--- config.mk ---
export PLATFORM = sky130hd
export DESIGN_NAME = dm_edge_encoder
export DESIGN_NICKNAME = d
export VERILOG_FILES = /design/src/rtl/dme_pkg.sv /design/src/rtl/dme_slot_counter.sv /design/src/rtl/dme_bit_capture.sv /design/src/rtl/dme_wave_shaper.sv /design/src/rtl/dm_edge_encoder.sv
export SDC_FILE = /design/constraint.sdc
export NUM_CORES = 1
export LEC_CHECK = 0
export ABC_AREA = 1
export BUFFER_PORTS_ARGS = -buffer_cell sky130_fd_sc_hd__buf_2
export CAP_MARGIN = 10
export CORE_AREA = 5 5 42 44
export CTS_CLUSTER_DIAMETER = 60
export DETAILED_ROUTE_END_ITERATION = 8
export DIE_AREA = 0 0 47 49
export GPL_TIMING_DRIVEN = 1
export PLACE_DENSITY = 0.48
export SLEW_MARGIN = 20
export SYNTH_ARGS = -nofsm -noshare
export SYNTH_HDL_FRONTEND = slang
export SYNTH_SLANG_ARGS = --single-unit
--- constraint.sdc ---
create_clock -name clk -period 1.2 [get_ports clk]
set_input_delay 0.3 -clock clk [delete_from_list [all_inputs] [get_ports clk]]
set_output_delay 0.3 -clock clk [all_outputs]
set_load 0.02 [all_outputs]
--- src/rtl/dme_pkg.sv ---
package dme_pkg;

    localparam int DEF_SLOTS     = 20;
    localparam int DEF_FALL_ONE  = 8;
    localparam int DEF_FALL_ZERO = 12;

    // symbol carried through one bit period
    typedef struct packed {
        logic armed;   // lead-in finished, line may pulse
        logic val;     // bit value being sent
    } sym_t;

    // number of high slots for a given bit value
    function automatic int high_slots(input logic val, input int f_one, input int f_zero);
        return val ? f_one : f_zero;
    endfunction

endpackage

--- src/rtl/dme_slot_counter.sv ---
module dme_slot_counter #(
    parameter int SLOTS = dme_pkg::DEF_SLOTS,
    localparam int PW   = $clog2(SLOTS)
) (
    input  logic          clk,
    input  logic          rst,
    output logic [PW-1:0] slot_q,
    output logic [PW-1:0] slot_nxt,
    output logic          last_slot
);
    localparam logic [PW-1:0] LAST = PW'(SLOTS - 1);

    assign last_slot = (slot_q == LAST);

    always_comb begin
        if (rst)
            slot_nxt = '0;
        else if (last_slot)
            slot_nxt = '0;
        else
            slot_nxt = slot_q + PW'(1);
    end

    always_ff @(posedge clk) begin
        slot_q <= slot_nxt;
    end
endmodule

--- src/rtl/dme_bit_capture.sv ---
module dme_bit_capture #(
    parameter logic FILL_BIT = 1'b1
) (
    input  logic           clk,
    input  logic           rst,
    input  logic           take,
    input  logic           in_valid,
    input  logic           in_data,
    output dme_pkg::sym_t  sym_q,
    output dme_pkg::sym_t  sym_nxt
);
    always_comb begin
        sym_nxt = sym_q;
        if (rst) begin
            sym_nxt.armed = 1'b0;
            sym_nxt.val   = FILL_BIT;
        end else if (take) begin
            sym_nxt.armed = 1'b1;
            sym_nxt.val   = in_valid ? in_data : FILL_BIT;
        end
    end

    always_ff @(posedge clk) begin
        sym_q <= sym_nxt;
    end
endmodule

--- src/rtl/dme_wave_shaper.sv ---
module dme_wave_shaper #(
    parameter int SLOTS     = dme_pkg::DEF_SLOTS,
    parameter int FALL_ONE  = dme_pkg::DEF_FALL_ONE,
    parameter int FALL_ZERO = dme_pkg::DEF_FALL_ZERO,
    localparam int PW       = $clog2(SLOTS)
) (
    input  logic           clk,
    input  logic           rst,
    input  logic [PW-1:0]  slot_nxt,
    input  dme_pkg::sym_t  sym_nxt,
    output logic           line_q
);
    logic line_d;

    always_comb begin
        line_d = 1'b0;
        if (!rst && sym_nxt.armed)
            line_d = (int'(slot_nxt) < dme_pkg::high_slots(sym_nxt.val, FALL_ONE, FALL_ZERO));
    end

    always_ff @(posedge clk) begin
        line_q <= line_d;
    end
endmodule

--- src/rtl/dm_edge_encoder.sv ---
module dm_edge_encoder #(
    parameter int   SLOTS     = dme_pkg::DEF_SLOTS,
    parameter int   FALL_ONE  = dme_pkg::DEF_FALL_ONE,
    parameter int   FALL_ZERO = dme_pkg::DEF_FALL_ZERO,
    parameter logic FILL_BIT  = 1'b1
) (
    input  logic clk,
    input  logic rst,
    input  logic in_valid,
    input  logic in_data,
    output logic in_ready,
    output logic tx_line
);
    localparam int PW = $clog2(SLOTS);

    logic [PW-1:0] slot_q;
    logic [PW-1:0] slot_nxt;
    logic          last_slot;
    dme_pkg::sym_t sym_q;
    dme_pkg::sym_t sym_nxt;

    dme_slot_counter #(.SLOTS(SLOTS)) u_cnt (
        .clk       (clk),
        .rst       (rst),
        .slot_q    (slot_q),
        .slot_nxt  (slot_nxt),
        .last_slot (last_slot)
    );

    dme_bit_capture #(.FILL_BIT(FILL_BIT)) u_cap (
        .clk      (clk),
        .rst      (rst),
        .take     (last_slot),
        .in_valid (in_valid),
        .in_data  (in_data),
        .sym_q    (sym_q),
        .sym_nxt  (sym_nxt)
    );

    dme_wave_shaper #(
        .SLOTS     (SLOTS),
        .FALL_ONE  (FALL_ONE),
        .FALL_ZERO (FALL_ZERO)
    ) u_shape (
        .clk      (clk),
        .rst      (rst),
        .slot_nxt (slot_nxt),
        .sym_nxt  (sym_nxt),
        .line_q   (tx_line)
    );

    assign in_ready = last_slot;
endmodule

==> qor.txt <==
clock share of power -> 36.8%
post-synthesis cell type count -> 12
number of global-route vias before repair -> 336
CP peak stage delay -> 0.34 ns
Net Sw Frac -> 21.73%
critical path capture point type -> output pin
GRT overflow -> 0
skew final -> 0.002267 ns
gr usage total -> 7.774%
Worst Tran Pin Value -> 0.1869 ns
GR Layer Usage met3 -> 2.214%
DRC viols -> 0
met2 GRT Util -> 11.54%
TritonCTS buffer count -> 3
number of enable flip-flop cells after synthesis -> 0
WL final -> 656 um
share of cells above drive strength 1 -> 48.28%
Core Footprint -> 1401 sq um
Data arrival, critical path -> 1.03 ns
ordered list of cells on the worst path -> ha_4 -> nand2_2 -> inv_2 -> nand2_2 -> inv_2 -> buf_6
combinational group share of total power -> 9.6%
Die Wd -> 47 um
initial core utilization -> 24.11%
relative slew slack -> 87.53%
Slowest-stage cell, CP -> dfxtp_2
Wirelength per Cell -> 8.865 um
WHS -> 0.2744 ns
Seq/Total Area, Yosys -> 47.41%
Internal Pwr Total -> 417.2 uW
Std-Cell Rows -> 14
final antenna-violating net count -> 0
n_diodes -> 0
status -> finished, violations left
Hold Buf Count CTS -> 0
largest cells by area after synthesis -> dfxtp_1 47%, nand3_1 10%, inv_1 8.9%
Post-synth ARST share -> 0%
Post-synth top cells -> 8 x dfxtp_1, 8 x inv_1, 8 x nand2_1
period utilization -> 110.8%
Critical Path Fanout Max -> 2
HP Class -> in2reg
Iter 0 DRT Violations -> 6
GR peak layer -> met2
Post-DP HPWL -> 460 um
final hold vios -> 0
Post-Syn Instances -> 45
Mapped Area -> 337.8 sq um
post-synthesis register bit count -> 8
pwr dens -> 1052 nW/um^2
CTS Root Cell -> clkbuf_4
Mapped Nets -> 50
Fmax achieved -> 0.7518 GHz
Clock Latency Late Sink -> 0.25 ns
RSZ-0062 raised after global routing -> yes
Post-layout nets -> 65
CTS tree -> done
Post-Syn Area per Cell -> 7.507 sq um
CTS sink count -> 8
CTS H-tree lvls -> 1
clk slew on worst S/H paths -> 0.05 ns
Final Core Density -> 36.16%
power share of the sequential group -> 53.5%
max-slew violations -> 0
GPL Wtd Cong -> 0.6799
vias per cell -> 4.324
largest net degree at the start of global routing -> 7
Ys Warns -> 0
GR Util met1 -> 8.444%
die area -> 2303 sq um
required time worst endpoint -> 0.90 ns
Worst Setup Start Kind -> register
Leak -> 0.0002412 uW
Synth Flop Type -> dfxtp_1
slack of the critical path -> -0.1301 ns
NetSw -> 115.8 uW
initial antenna violation count -> 0
Max Buffers Root-to-Sink -> 2
Final Setup Violations -> 2
Via Count -> 320
first-pass GRT wire length -> 1276 um
max-capacitance violation count -> 0
Yosys top cell area share -> 47.41%
I/O pins -> 6
Tmin final -> 1.330 ns
die height -> 49 um
Synth area leader -> dfxtp_1
maximum vdd drop -> 487.6 uV
synth-to-layout area growth -> 50.00%
Port Buffers -> 5
kind of critical path -> reg2out
Pre-Repair DR Iteration Count -> 4
failing checks -> setup timing
## cells by family (layout without fill, tap and decap cells)
kind of cell / Yosys count / in the layout / synth area share (%)
and+or+nand+nor: 25 / 25 / 33.33
adders and majority gates: 1 / 1 / 3.703
AOI/OAI and AO/OA: 2 / 2 / 4.073
xor gates and xnor gates: 1 / 1 / 2.593
DFF: 8 / 8 / 47.41
buffers and inverters: 8 / 21 / 8.889
## layer usage
| metal | vias up | part of all wire, % |
|---|---|---|
| li1 | 169 | - |
| met1 | 145 | 39 |
| met2 | 6 | 57 |
| met3 | 0 | 3.2 |
| met4 | 0 | 0 |
| met5 | - | 0 |
## sequential cells by signal (all words and copies together), names as in the netlist
name,flops
u_cnt.slot_q,5
u_cap.sym_q,2
u_shape.line_q,1
## stage by stage
stage	setup TNS [ns]	total power [uW]	cell area (sq um)	worst slack [ns]	instances
3_5_place_dp	-0.001231	329.0	425.4	-0.001231	70
6_report	-0.1522	533.1	506.7	-0.1301	74
2_1_floorplan	0	306.8	337.8	0.01858	45
5_1_grt	-0.4262	566.5	506.7	-0.2144	74
4_1_cts	-0.1923	543.3	486.7	-0.1493	74
3_3_place_gp	-0.008839	329.1	425.4	-0.008839	70
## power groups by stage
stage | clock (uW) | combinational [uW] | sequential (uW)
floorplan | 0 | 21.3 | 285
global placement | 0 | 42.7 | 286
detailed placement | 0 | 42.7 | 286
CTS | 211 | 47.3 | 285
global route | 222 | 57.9 | 287
finish | 196 | 51.4 | 285
## cell type report
type	count	area, sq um
clock buffer	3	22.52
fill	154	894.6
inverter	8	30.03
multi-input combinational	29	190.2
sequential	8	162.7
tap	16	20.02
timing repair buffer	10	81.33
## cells in the final DEF (no fill, tap or decap), types with 3 or more instances in the layout
cell type,n
buf_2,4
dfxtp_1,6
clkbuf_4,3
nor2_2,3
nand2_1,5
inv_1,6
buf_4,4
nand3_1,5
nor2_1,5
## repair_timing
item	in CTS	in global routing
gates resized for setup	11	5
setup endpoints to repair	2	5
pin swaps	2	1
buffers inserted	1	0
## worst max-delay path: cells and delay by family, from the launching register on
family | cells | cell delay, ns
adders and majority gates | 1 | 0.14
buffers and inverters | 3 | 0.20
and+or+nand+nor | 2 | 0.09
DFF | 1 | 0.34
## worst paths after layout
check / startpoint / to / slack [ns] / cells past startpoint
hold / removal: rst / u_cnt.slot_q[2] / 0.27 / 2
hold reg to reg: u_cap.sym_q[1] / u_cap.sym_q[1] / 0.48 / 2
setup / recovery: u_cnt.slot_q[0] / in_ready / -0.13 / 6
setup reg to reg: u_cnt.slot_q[0] / u_shape.line_q / -0.02 / 9
Power figures use the tool's default switching activity.
